===== src/rtl/rtc_pkg.sv =====
package rtc_pkg;
  localparam int SEC_W  = 6;
  localparam int MIN_W  = 6;
  localparam int HR_W   = 5;
  localparam int WORD_W = 32;
  localparam int DAY_W  = WORD_W - SEC_W - MIN_W - HR_W;
  localparam int EV_N   = 7;

  localparam logic [SEC_W-1:0] SEC_LAST = SEC_W'(59);
  localparam logic [MIN_W-1:0] MIN_LAST = MIN_W'(59);
  localparam logic [HR_W-1:0]  HR_LAST  = HR_W'(23);

  // status bit positions; software decodes these
  localparam int EV_SW   = 0;
  localparam int EV_ALM  = 1;
  localparam int EV_SEC  = 2;
  localparam int EV_MIN  = 3;
  localparam int EV_HR   = 4;
  localparam int EV_DAY  = 5;
  localparam int EV_DALM = 6;

  typedef struct packed {
    logic [DAY_W-1:0] day;
    logic [HR_W-1:0]  hr;
    logic [MIN_W-1:0] mn;
    logic [SEC_W-1:0] sec;
  } rtc_time_t;
endpackage


===== src/rtl/rtc_time_adv.sv =====
module rtc_time_adv
  import rtc_pkg::*;
(
  input  logic             clk,
  input  logic             rst_n,
  input  logic             tick_i,
  input  logic             wr_i,
  input  logic [WORD_W-1:0] wdata_i,
  output rtc_time_t        time_q,
  output rtc_time_t        time_nx,
  output logic             adv_o,
  output logic             ev_sec_o,
  output logic             ev_min_o,
  output logic             ev_hr_o,
  output logic             ev_day_o
);
  logic sec_wrap, min_wrap, hr_wrap;

  assign adv_o    = tick_i && !wr_i;
  assign sec_wrap = time_q.sec >= SEC_LAST;
  assign min_wrap = time_q.mn  >= MIN_LAST;
  assign hr_wrap  = time_q.hr  >= HR_LAST;

  assign ev_sec_o = adv_o;
  assign ev_min_o = adv_o && sec_wrap;
  assign ev_hr_o  = ev_min_o && min_wrap;
  assign ev_day_o = ev_hr_o && hr_wrap;

  always_comb begin
    time_nx = time_q;
    if (wr_i) begin
      time_nx = rtc_time_t'(wdata_i);
    end else if (adv_o) begin
      time_nx.sec = sec_wrap ? '0 : time_q.sec + SEC_W'(1);
      if (ev_min_o) time_nx.mn  = min_wrap ? '0 : time_q.mn + MIN_W'(1);
      if (ev_hr_o)  time_nx.hr  = hr_wrap  ? '0 : time_q.hr + HR_W'(1);
      if (ev_day_o) time_nx.day = time_q.day + DAY_W'(1);
    end
  end

  always_ff @(posedge clk) begin
    if (!rst_n) time_q <= '0;
    else        time_q <= time_nx;
  end
endmodule


===== src/rtl/rtc_alarm_match.sv =====
module rtc_alarm_match
  import rtc_pkg::*;
(
  input  logic              clk,
  input  logic              rst_n,
  input  logic              wr_i,
  input  logic [WORD_W-1:0] wdata_i,
  input  logic              adv_i,
  input  rtc_time_t         time_nx,
  output logic              hit_tod_o,
  output logic              hit_day_o
);
  rtc_time_t alarm_q;
  logic      tod_eq;

  always_ff @(posedge clk) begin
    if (!rst_n)    alarm_q <= '0;
    else if (wr_i) alarm_q <= rtc_time_t'(wdata_i);
  end

  assign tod_eq    = (time_nx.hr == alarm_q.hr) && (time_nx.mn == alarm_q.mn) &&
                     (time_nx.sec == alarm_q.sec);
  assign hit_tod_o = adv_i && tod_eq;
  assign hit_day_o = hit_tod_o && (time_nx.day == alarm_q.day);
endmodule


===== src/rtl/rtc_stopwatch.sv =====
module rtc_stopwatch #(
  parameter int CNT_W = 16
) (
  input  logic             clk,
  input  logic             rst_n,
  input  logic             tick_i,
  input  logic             wr_i,
  input  logic [CNT_W-1:0] wdata_i,
  output logic             expire_o
);
  localparam logic [CNT_W-1:0] ONE = CNT_W'(1);
  logic [CNT_W-1:0] cnt_q;
  logic             run;

  assign run      = tick_i && !wr_i && (cnt_q != '0);
  assign expire_o = run && (cnt_q == ONE);

  always_ff @(posedge clk) begin
    if (!rst_n)   cnt_q <= '0;
    else if (wr_i) cnt_q <= wdata_i;
    else if (run)  cnt_q <= cnt_q - ONE;
  end
endmodule


===== src/rtl/rtc_evt_status.sv =====
module rtc_evt_status #(
  parameter int N = 7
) (
  input  logic         clk,
  input  logic         rst_n,
  input  logic [N-1:0] set_i,
  input  logic         clr_wr_i,
  input  logic [N-1:0] clr_i,
  input  logic         mask_wr_i,
  input  logic [N-1:0] mask_i,
  output logic [N-1:0] status_q,
  output logic         irq_o
);
  logic [N-1:0] mask_q;

  always_ff @(posedge clk) begin
    if (!rst_n)         mask_q <= '0;
    else if (mask_wr_i) mask_q <= mask_i;
  end

  for (genvar i = 0; i < N; i++) begin : g_bit
    always_ff @(posedge clk) begin
      if (!rst_n) status_q[i] <= 1'b0;
      else        status_q[i] <= set_i[i] | (status_q[i] & ~(clr_wr_i & clr_i[i]));
    end
  end

  assign irq_o = |(status_q & mask_q);
endmodule


===== src/rtl/rtc_daytime_core.sv =====
module rtc_daytime_core
  import rtc_pkg::*;
#(
  parameter int SW_W = 16
) (
  input  logic              clk,
  input  logic              rst_n,
  input  logic              tick_i,
  input  logic              time_wr_i,
  input  logic [WORD_W-1:0] time_wdata_i,
  input  logic              alarm_wr_i,
  input  logic [WORD_W-1:0] alarm_wdata_i,
  input  logic              sw_wr_i,
  input  logic [SW_W-1:0]   sw_wdata_i,
  input  logic              mask_wr_i,
  input  logic [EV_N-1:0]   mask_wdata_i,
  input  logic              clr_wr_i,
  input  logic [EV_N-1:0]   clr_wdata_i,
  output logic [WORD_W-1:0] time_o,
  output logic [EV_N-1:0]   status_o,
  output logic              irq_o
);
  rtc_time_t       time_q, time_nx;
  logic            adv, ev_sec, ev_min, ev_hr, ev_day;
  logic            hit_tod, hit_day, sw_exp;
  logic [EV_N-1:0] ev_set;

  rtc_time_adv u_adv (
    .clk(clk), .rst_n(rst_n), .tick_i(tick_i), .wr_i(time_wr_i),
    .wdata_i(time_wdata_i), .time_q(time_q), .time_nx(time_nx), .adv_o(adv),
    .ev_sec_o(ev_sec), .ev_min_o(ev_min), .ev_hr_o(ev_hr), .ev_day_o(ev_day)
  );

  rtc_alarm_match u_alm (
    .clk(clk), .rst_n(rst_n), .wr_i(alarm_wr_i), .wdata_i(alarm_wdata_i),
    .adv_i(adv), .time_nx(time_nx), .hit_tod_o(hit_tod), .hit_day_o(hit_day)
  );

  rtc_stopwatch #(.CNT_W(SW_W)) u_sw (
    .clk(clk), .rst_n(rst_n), .tick_i(tick_i), .wr_i(sw_wr_i),
    .wdata_i(sw_wdata_i), .expire_o(sw_exp)
  );

  always_comb begin
    ev_set          = '0;
    ev_set[EV_SW]   = sw_exp;
    ev_set[EV_ALM]  = hit_tod;
    ev_set[EV_SEC]  = ev_sec;
    ev_set[EV_MIN]  = ev_min;
    ev_set[EV_HR]   = ev_hr;
    ev_set[EV_DAY]  = ev_day;
    ev_set[EV_DALM] = hit_day;
  end

  rtc_evt_status #(.N(EV_N)) u_stat (
    .clk(clk), .rst_n(rst_n), .set_i(ev_set), .clr_wr_i(clr_wr_i),
    .clr_i(clr_wdata_i), .mask_wr_i(mask_wr_i), .mask_i(mask_wdata_i),
    .status_q(status_o), .irq_o(irq_o)
  );

  assign time_o = time_q;
endmodule


===== config.mk =====
export PLATFORM = sky130hd
export DESIGN_NAME = rtc_daytime_core
export DESIGN_NICKNAME = d
export VERILOG_FILES = /design/src/rtl/rtc_pkg.sv /design/src/rtl/rtc_time_adv.sv /design/src/rtl/rtc_alarm_match.sv /design/src/rtl/rtc_stopwatch.sv /design/src/rtl/rtc_evt_status.sv /design/src/rtl/rtc_daytime_core.sv
export SDC_FILE = /design/constraint.sdc
export NUM_CORES = 1
export LEC_CHECK = 0
export ABC_AREA = 1
export BUFFER_PORTS_ARGS = -buffer_cell sky130_fd_sc_hd__buf_4
export CAP_MARGIN = 20
export CORE_MARGIN = 2
export CORE_UTILIZATION = 50
export CTS_CLUSTER_DIAMETER = 30
export CTS_CLUSTER_SIZE = 8
export DETAILED_ROUTE_END_ITERATION = 7
export GPL_ROUTABILITY_DRIVEN = 0
export PLACE_DENSITY = 0.75
export SYNTH_ARGS = -nofsm -noshare
export SYNTH_HDL_FRONTEND = slang
export SYNTH_SLANG_ARGS = --single-unit

===== constraint.sdc =====
create_clock -name clk -period 2.8 [get_ports clk]
set_input_delay 0.7 -clock clk [delete_from_list [all_inputs] [get_ports clk]]
set_output_delay 0.7 -clock clk [all_outputs]
set_load 0.05 [all_outputs]

======== Yosys cells after proc, flatten, opt, wreduce, memory -nomap -nowiden ========
Cells that the tools add are included.
operators by class
  add/subtract/negate cells ............... 5
  reduce and logical (&&, ||, !) cells .... 16
  $lt $le $gt $ge ......................... 3
  multiplexer cells ....................... 10
  equality and inequality tests ........... 5
  bitwise logic cells ..................... 29
operator list
  kind                     count
  $mux W32                 2
  $mux W16                 2
  $mux W6                  3
  $eq A16 B1 Y1 const B    1
  $reduce_bool A16 Y1      1
  $sub A16 B1 Y16 const B  1
  $add A15 B1 Y15 const B  1
  $eq A15 B15 Y1           1
  $mux W15                 1
  $and A1 B1 Y1            14
  $add A6 B1 Y6 const B    2
  $eq A6 B6 Y1             2
  $ge A6 B6 Y1 const B     2
  $logic_and A1 B1 Y1      11
  $mux W5                  2
  $and A7 B7 Y7            1
  $not A1 Y1               7
  $or A1 B1 Y1             7
  $reduce_or A7 Y1         1
  $add A5 B1 Y5 const B    1
  $eq A5 B5 Y1             1
  $ge A5 B5 Y1 const B     1
  $logic_not A1 Y1         2
  $reduce_bool A2 Y1       1
storage, ports and cells
  output and inout port bits .............. 40
  word-level logic and storage cells ...... 85
  bits in registers ....................... 94

======== Longest topological paths before layout ========
Gate-level depths: netlist of the first run.
  depth in word-level cells ............... 14
  depth in mapped cells ................... 18

======== By module ========
Synthesis of the first run repeated with hierarchy kept, for this count alone.
second synthesis, totals
  cells, all modules ...................... 911
  area, all modules ....................... 5646.7 µm²
modules (own cells, without submodules)
  module           cells an instance  times used  area an instance (µm²)
  rtc_time_adv     375                1           2290.9
  rtc_alarm_match  245                1           1601.5
  rtc_stopwatch    212                1           1212.4
  rtc_evt_status   79                 1           541.8

======== Worst setup path before layout of the first run ========
No wires, ideal clock.
  path kind ............................... register -> register
  start point ............................. register u_adv.time_q[12] (netlist name)
  end point ............................... register u_stat.status_q[6]
  setup time .............................. 0.070 ns
  clock period less this slack ............ 2.383 ns
  setup slack ............................. 0.417 ns
  required time ........................... 2.730 ns
  stages on the path, launching flop included .. 17
  data arrival time ....................... 2.312 ns
  cells stage by stage .................... dfxtp_1 > ha_1 > nand2_1 > nand2_1 > nand2_2 > inv_2 > nand3_4 > buf_6 > nand3_1 > nand3_1 > nand2_1 > nand2_1 > nor2_1 > nand3_1 > nor2_1 > nand3_1 > a21oi_1
between the ends
  word-level cells in the longest chain between the ends .. 11
RTL lines
  item                                           line                                    source
  $add A5 B1 Y5 or $ge A5 B5 Y1 (tied branches)  rtc_time_adv.sv:36, rtc_time_adv.sv:22
  $mux W5 (2 in a row)                           rtc_time_adv.sv:36                      if (ev_hr_o) time_nx.hr = hr_wrap ? '0 : time_q.hr + HR_W'(1);
  $mux W32 (*)                                   rtc_time_adv.sv:33                      end else if (adv_o) begin
  $mux W32 (*)                                   rtc_time_adv.sv:31                      if (wr_i) begin
  $eq A5 B5 Y1                                   rtc_alarm_match.sv:21                   assign tod_eq = (time_nx.hr == alarm_q.hr) && (time_nx.mn == alarm_q.mn) &&
  $logic_and A1 B1 Y1 (2 in a row)               rtc_alarm_match.sv:21
  $logic_and A1 B1 Y1                            rtc_alarm_match.sv:23                   assign hit_tod_o = adv_i && tod_eq;
  $logic_and A1 B1 Y1 (*)                        rtc_alarm_match.sv:24                   assign hit_day_o = hit_tod_o && (time_nx.day == alarm_q.day);
  $or A1 B1 Y1 (*)                               rtc_evt_status.sv:24                    else status_q[i] <= set_i[i] | (status_q[i] & ~(clr_wr_i & clr_i[i]));
  end signal, assigned by index                  rtc_evt_status.sv:24
  end, declared                                  rtc_evt_status.sv:11                    output logic [N-1:0] status_q,
Mark *: on every way between the ends. The rest lies on a longest branch, timed or not.
A chain may end at the register's enable or synchronous reset.

======== Final worst setup path of the first run ========
  start point ............................. register u_adv.time_q[0] (netlist name)
  end point ............................... register u_stat.status_q[6]
between the ends
  word-level cells in the longest chain between the ends .. 12
RTL lines
  item                              line                   source
  $ge A6 B6 Y1                      rtc_time_adv.sv:20     assign sec_wrap = time_q.sec >= SEC_LAST;
  $logic_and A1 B1 Y1               rtc_time_adv.sv:25     assign ev_min_o = adv_o && sec_wrap;
  $logic_and A1 B1 Y1               rtc_time_adv.sv:26     assign ev_hr_o = ev_min_o && min_wrap;
  $mux W5                           rtc_time_adv.sv:36
  $mux W32 (*)                      rtc_time_adv.sv:33
  $mux W32 (*)                      rtc_time_adv.sv:31
  $eq A5 B5 Y1                      rtc_alarm_match.sv:21
  $logic_and A1 B1 Y1 (2 in a row)  rtc_alarm_match.sv:21
  $logic_and A1 B1 Y1               rtc_alarm_match.sv:23
  $logic_and A1 B1 Y1 (*)           rtc_alarm_match.sv:24
  $or A1 B1 Y1 (*)                  rtc_evt_status.sv:24
Marked as above.

==> results of run 1 <==
==> Yosys cell counts, types with 3 or more instances <==
library cell,number
nand2_1,242
nor2_1,118
dfxtp_1,94
inv_1,77
nand3_1,62
o21ai_0,56
a21oi_1,52
or2_2,25
clkbuf_1,22
nand4_1,17
xor2_1,10
nand3b_1,8
ha_1,6
nand2_2,6
xnor2_1,5
nor3_1,4
o211ai_1,4
clkinv_1,3
inv_2,3
nand3_4,3
nor2_8,3
o21ai_1,3
==> cell usage in the layout, fill, tap and decap left out, types with 3 or more instances in the layout <==
cell type / n
nor2_1: 118
o211ai_1: 4
nand2_1: 242
nand3_4: 3
nand2_2: 6
xnor2_1: 5
nand3b_1: 8
dfxtp_1: 94
nand3_1: 62
buf_4: 150
xor2_1: 10
inv_2: 3
clkinv_1: 3
inv_1: 77
o21ai_1: 3
clkinvlp_4: 4
clkbuf_8: 10
nor3_1: 4
or2_2: 25
o21ai_0: 56
nand4_1: 17
a21oi_1: 52
nor2_8: 3
ha_1: 6
==> stage by stage <==
stage	total power [uW]	setup WS (ns)	area, sq um	utilization [%]	hold WS (ns)
5_1_grt	3269	0.06391	6825	63.52	0.5029
3_3_place_gp	2287	0.1962	6649	61.88	0.4602
2_1_floorplan	2017	0.4174	5453	-	0.4442
6_report	3105	0.3749	6825	63.52	0.4757
3_5_place_dp	2292	0.1309	6649	61.88	0.4620
4_1_cts	3113	0.3832	6825	63.52	0.4748
==> where the power goes <==
group          total [uW]  switching (uW)  leakage (uW)  internal [uW]
clock                 839             493     0.0000776            346
sequential           1510            83.4      0.000780           1430
combinational         755             448       0.00248            308
==> cell families (layout without fill, tap and decap cells) <==
kind of cell               Yosys count  after routing  synth area share, %
adders and majority gates            6              6                1.377
DFF                                 94             94                34.51
buffers and inverters              110            250                8.008
xor gates and xnor gates            15             15                2.409
and+or+nand+nor                    493            493                40.25
AOI/OAI and AO/OA                  133            133                13.45
==> sequential cells by signal (all words and copies together) (netlist names) <==
register,count
u_adv.time_q,32
u_stat.status_q,7
u_alm.alarm_q,32
u_sw.cnt_q,16
u_stat.mask_q,7
==> area by class of cell <==
class / count / area, sq um / area share [%]
Clock buffer: 11 / 141.4 / 2.071
Inverter: 83 / 311.5 / 4.565
Tap cell: 140 / 175.2 / 2.566
Sequential cell: 94 / 1882 / 27.57
Timing Repair Buffer: 151 / 1146 / 16.79
Clock inverter: 5 / 35.03 / 0.5133
Multi-Input combinational cell: 647 / 3134 / 45.92
==> final timing paths <==
kind | to | slack [ns] | cells past startpoint
worst max-delay path | u_stat.status_q[6] | 0.37 | 17
worst min-delay path | u_alm.alarm_q[17] | 0.48 | 2
worst min register to register | u_alm.alarm_q[17] | 0.48 | 2
worst max register to register | u_stat.status_q[6] | 0.37 | 17
==> layer usage <==
layer | part of all wire, % | global-route usage [%]
met5 | 0 | 0
met4 | 1.8 | 7.051
met3 | 6.1 | 5.967
met2 | 45 | 42.01
met1 | 47 | 34.83
==> critical path, delay by kind of cell, from the launching register on <==
kind            cells  cell delay, ns
simple gates       15            1.55
flops               1            0.43
fa+ha+maj           1            0.25
compound gates      1            0.13
==> results.toml, run 1 <==
[logic_synthesis]
yosysTopAreaCell = "dfxtp_1"
synthTopCellsByArea = "dfxtp_1 (35%), nand2_1 (17%), nor2_1 (8.1%), nand3_1 (5.7%), inv_1 (5.3%)"
yosys_warnings = 0
ys_types = 43
ys_ff_latch = 94
syn_nets = 959
yosys.area.top_type_share_pct = 34.51
synthCells = 851
synth_area_per_cell_sq_um = 6.407
synth_edf_count = 0
seq_area_frac_synth_pct = 34.51
ys.flop_type = "dfxtp_1"
synthArstFlopShare_pct = 0
netlist_area_sq_um = 5453

[sta]
tns_ns = 0
maxClockFrequency_ghz = 0.4124
slew_headroom_pct = 50.50
drv_slew = 0
fin_crit_ns = 2.425
setup_viol = 0
worstMarginPinSlew_ns = 0.7379
hold_viol = 0
fin_crit_sh_pct = 86.61
rsz0062_at_grt = "no"
finClkSkew_ns = 0.007711

[outcome]
outcome = "complete, no violations"

[global_route]
antenna_found_initial = 0
overflow = 0
grt_pass1_vias = 5236
grt_start_max_net_pins = 52
grt_first_pass_wirelength_mm = 24.45
track_usage_pct = 25.99

[worst_setup_path]
r2r_start = "u_adv.time_q[0]"
critPathLaunchType = "flop"
path_cells = "ha_1 -> nor2_1 -> nor2_4 -> nand2_2 -> nor2_2 -> nand2_1 -> nand2_1 -> nand2_1 -> nand2_1 -> nand2_1 -> nand2_1 -> nand2_1 -> nor2_1 -> nand3_1 -> nor2_1 -> nand3_1 -> a21oi_1"
cp_max_fo = 8
end_kind = "flop"
cp_slowest_cell = "dfxtp_1"
crit_top_cell = "nand2_1"
cp-startpoint = "u_adv.time_q[0]"
required_ns = 3.09
slowest_delay_ns = 0.43
crit_type = "reg2reg"
worstPathArrival_ns = 2.72

[die]
die-area_sq_um = 11760
io-pin-count = 142
start_util_pct = 50.75
die_h_um = 108.4
core_area_sq_um = 10750
num_rows = 38
die_x_um = 108.4

[detailed_routing]
ant_nets = 0
vias_per_cell = 5.060
initialDrtViolationCount = 344
wl_per_cell_um = 13.22
drc = 0
vias = 5723
dr.pass1.iters = 5
drt_wl_total_mm = 14.95

[clock_network]
cts_buffers = 9
clk_path_buf_depth = 2
cts_tree = "yes"
cts_root_buf = "clkbuf_8"
path_clk_slew_ns = 0.10
ctsResizeCount = 0
holdBufCountCts = 0
clk_latency_ns = 0.36
cts_max_level = 3
post-cts-setup-buffers = 0
cts.sinks = 94

[min_path]
min_path_type = "reg2reg"
hp-start = "u_alm.alarm_q[17]"

[placement]
dpl.cell_count = 1115
place.port_buffers = 141
hpwlAfterDp_mm = 11.38

[finish]
antennaDiodeCount = 0
fin_cells = 1131
area_growth_pct = 25.17
drive_above_1_share_pct = 21.39
n_fill_cell = 1060
layout.nets = 1094

[pwr]
leakage_uw = 0.003339
ir_worst_vdd_mv = 0.2881
power_density_nw_per_um2 = 454.9

[run]
maxCapViolCount = 0
(Power assumes the default switching activity.)
==> inputs of run 2 (changes only) <==
Settings changed: ABC_AREA 1 to 0.
==> run 2 against run 1 <==
Net effect: combinational power up 6.8%; worst setup slack worse by 0.31 ns; sequential share of layout area down 1.7 points; critical endpoint unchanged; via count fell by 2.8%; routed wire length increased by 7.5%; synthesized cell count is 24% lower; critical path depth shrank 7.
==> results.toml, run 2 <==
[die]
num_rows = 38
die-area_sq_um = 11790
io-pin-count = 142
die_x_um = 108.6
die_h_um = 108.6
core_area_sq_um = 10750
start_util_pct = 50.90

[pwr]
p_clk_share_pct = 29.7
leakage_uw = 0.003191
p_switching_uw = 992.9
ir_worst_vdd_mv = 0.2400
p_seq_share_pct = 46.0
power_density_nw_per_um2 = 446.3
pwr-share-comb_pct = 24.3
intPower_uw = 2324
switching_share_pct = 29.94

[global_route]
overflow = 0
antenna_found_initial = 0
grt_start_max_net_pins = 73
grt_pass1_vias = 5215
track_usage_pct = 27.32
grt_first_pass_wirelength_mm = 25.38

[clock_network]
clk_path_buf_depth = 2
clk_latency_ns = 0.37
path_clk_slew_ns = 0.09
cts_root_buf = "clkbuf_8"
cts_buffers = 9
cts.sinks = 94
cts_max_level = 3
cts_tree = "yes"
holdBufCountCts = 0

[sta]
tns_ns = 0
finClkSkew_ns = 0.008573
drv_slew = 0
fin_crit_sh_pct = 97.83
slew_headroom_pct = 58.89
post-route-worst-setup-slack_ns = 0.06067
hold_viol = 0
maxClockFrequency_ghz = 0.3651
setup_viol = 0
worstMarginPinSlew_ns = 0.6166
holdWs_ns = 0.5061
rsz0062_at_grt = "yes"
fin_crit_ns = 2.739

[placement]
hpwlAfterDp_mm = 12.16
place.port_buffers = 141
dpl-instance-area_sq_um = 7032
post-place-ws_ns = -0.2955

[logic_synthesis]
yosysTopAreaCell = "dfxtp_1"
synthArstFlopShare_pct = 0
synthTopCellsByArea = "dfxtp_1 (34%), mux2i_1 (7.7%), xnor2_1 (6.2%), nor2b_1 (6.1%), nand2_1 (3.8%)"
ys.flop_type = "dfxtp_1"
ys_ff_latch = 94
synth_area_per_cell_sq_um = 8.479
synthCells = 645
ys_types = 64
yosys.area.top_type_share_pct = 34.41
yosys_warnings = 0
netlist_area_sq_um = 5469
synth_edf_count = 0
seq_area_frac_synth_pct = 34.41
syn_nets = 753
synth_common_cells = "dfxtp_1 (94), nand2_1 (56), nor2b_1 (53)"
yosysMostFrequentCell = "dfxtp_1"

[detailed_routing]
wl_per_cell_um = 16.60
initialDrtViolationCount = 493
drc = 0
ant_nets = 0
dr_wl_met2_mm = 7.327
dr.pass1.iters = 5
drt_wl_total_mm = 16.07
met3_length_mm = 1.265
vias_per_cell = 5.749
vias = 5565
met1_length_mm = 7.059
top_layer = "met4"

[outcome]
outcome = "complete, no violations"

[worst_setup_path]
worstPathArrival_ns = 3.02
required_ns = 3.09
end_kind = "flop"
r2r_setup_slack_ns = 0.06
ff2ff_path_depth = 10
r2r_start = "u_adv.time_q[0]"
crit_type = "reg2reg"
critical_path.endpoint = "u_stat.status_q[6]"
worst_r2r_endpoint = "u_stat.status_q[6]"
critPathLaunchType = "flop"
cp_max_fo = 4
cp-startpoint = "u_adv.time_q[0]"

[min_path]
min_path_type = "reg2reg"

[finish]
layout_common_cells = "buf_4 (204), dfxtp_1 (74), nand2_1 (56)"
drive_above_1_share_pct = 32.37
fin_util_pct = 69.17
final_cell_area_sq_um = 7432
layout.nets = 931
area_growth_pct = 35.90
layout_commonest_cell = "buf_4"
antennaDiodeCount = 0
reg_top3 = "u_adv.time_q (32), u_alm.alarm_q (32), u_sw.cnt_q (16)"

[run]
maxCapViolCount = 0
run 2: cell types whose count changed after synthesis, moves of 35 or more:
cell / before / now
mux2i_1: 0 / 42
nor2b_1: 0 / 53
nand2_1: 242 / 56
nor2_1: 118 / 26
nand3_1: 62 / 27
inv_1: 77 / 11
run 2: layout make-up:
| type | instances | area [sq um] |
|---|---|---|
| timing repair buffer | 205 | 1543 |
| clock buffer | 14 | 183.9 |
| tap | 140 | 175.2 |
| multi-input combinational | 502 | 3528 |
| sequential | 94 | 1924 |
| fill | 923 | 3313 |
| clock inverter | 2 | 36.28 |
| inverter | 11 | 41.29 |
run 2: metal layers:
layer / up-vias / track usage (%)
li1: 2680 / -
met1: 2609 / 37.53
met2: 242 / 42.46
met3: 34 / 4.340
met4: 0 / 11.63
met5: - / 0
run 2: cells by family after synthesis:
group / Yosys count / share of synthesized area, %
mux: 42 / 7.687
compound gates: 129 / 16.59
fa+ha+maj: 6 / 1.373
flops: 94 / 34.41
xor+xnor: 63 / 10.09
buf+inv: 49 / 3.683
simple gates: 262 / 26.17
run 2: power groups by stage:
| stage | logic (uW) | registers (uW) | clock network, uW |
|---|---|---|---|
| 4_1_cts | 787 | 1520 | 1000 |
| 3_3_place_gp | 751 | 1550 | 0 |
| 2_1_floorplan | 381 | 1630 | 0 |
| 6_report | 806 | 1530 | 985 |
| 5_1_grt | 871 | 1540 | 1050 |
| 3_5_place_dp | 769 | 1550 | 0 |
run 2: through the flow:
stage,power (uW),std cells
after floorplan,2015,645
after CTS,3311,966
after global routing,3455,968
after detailed placement,2323,943
after global placement,2300,943
final,3317,968
run 2: what timing repair did:
item                       in CTS  in global routing
setup endpoints to repair       1                  2
cloned                          0                  0
pin swaps                       7                 13
setup buffers                   7                  2
gates resized for setup         6                 19
run 2: how the worst min path moves through the flow:
stage / startpoint / to / slack [ns] / cells after the start
2_1_floorplan: u_stat.mask_q[3] / u_stat.mask_q[3] / 0.48 / 2
3_3_place_gp: u_stat.status_q[4] / u_stat.status_q[4] / 0.48 / 2
3_5_place_dp: u_stat.status_q[4] / u_stat.status_q[4] / 0.49 / 2
4_1_cts: u_stat.status_q[4] / u_stat.status_q[4] / 0.50 / 2
5_1_grt: sw_wdata_i[0] / u_sw.cnt_q[0] / 0.55 / 2
6_report: u_stat.status_q[4] / u_stat.status_q[4] / 0.51 / 2
run 2: critical path, stage by stage (launching register included):
cell and delay, ns:
dfxtp_4 0.37, ha_4 0.14, o2111a_2 0.27, nand2_4 0.09
buf_6 0.12, or4_4 0.43, a22o_1 0.20, or4_4 0.53
nor4_4 0.14, a31oi_1 0.12, o31ai_1 0.25
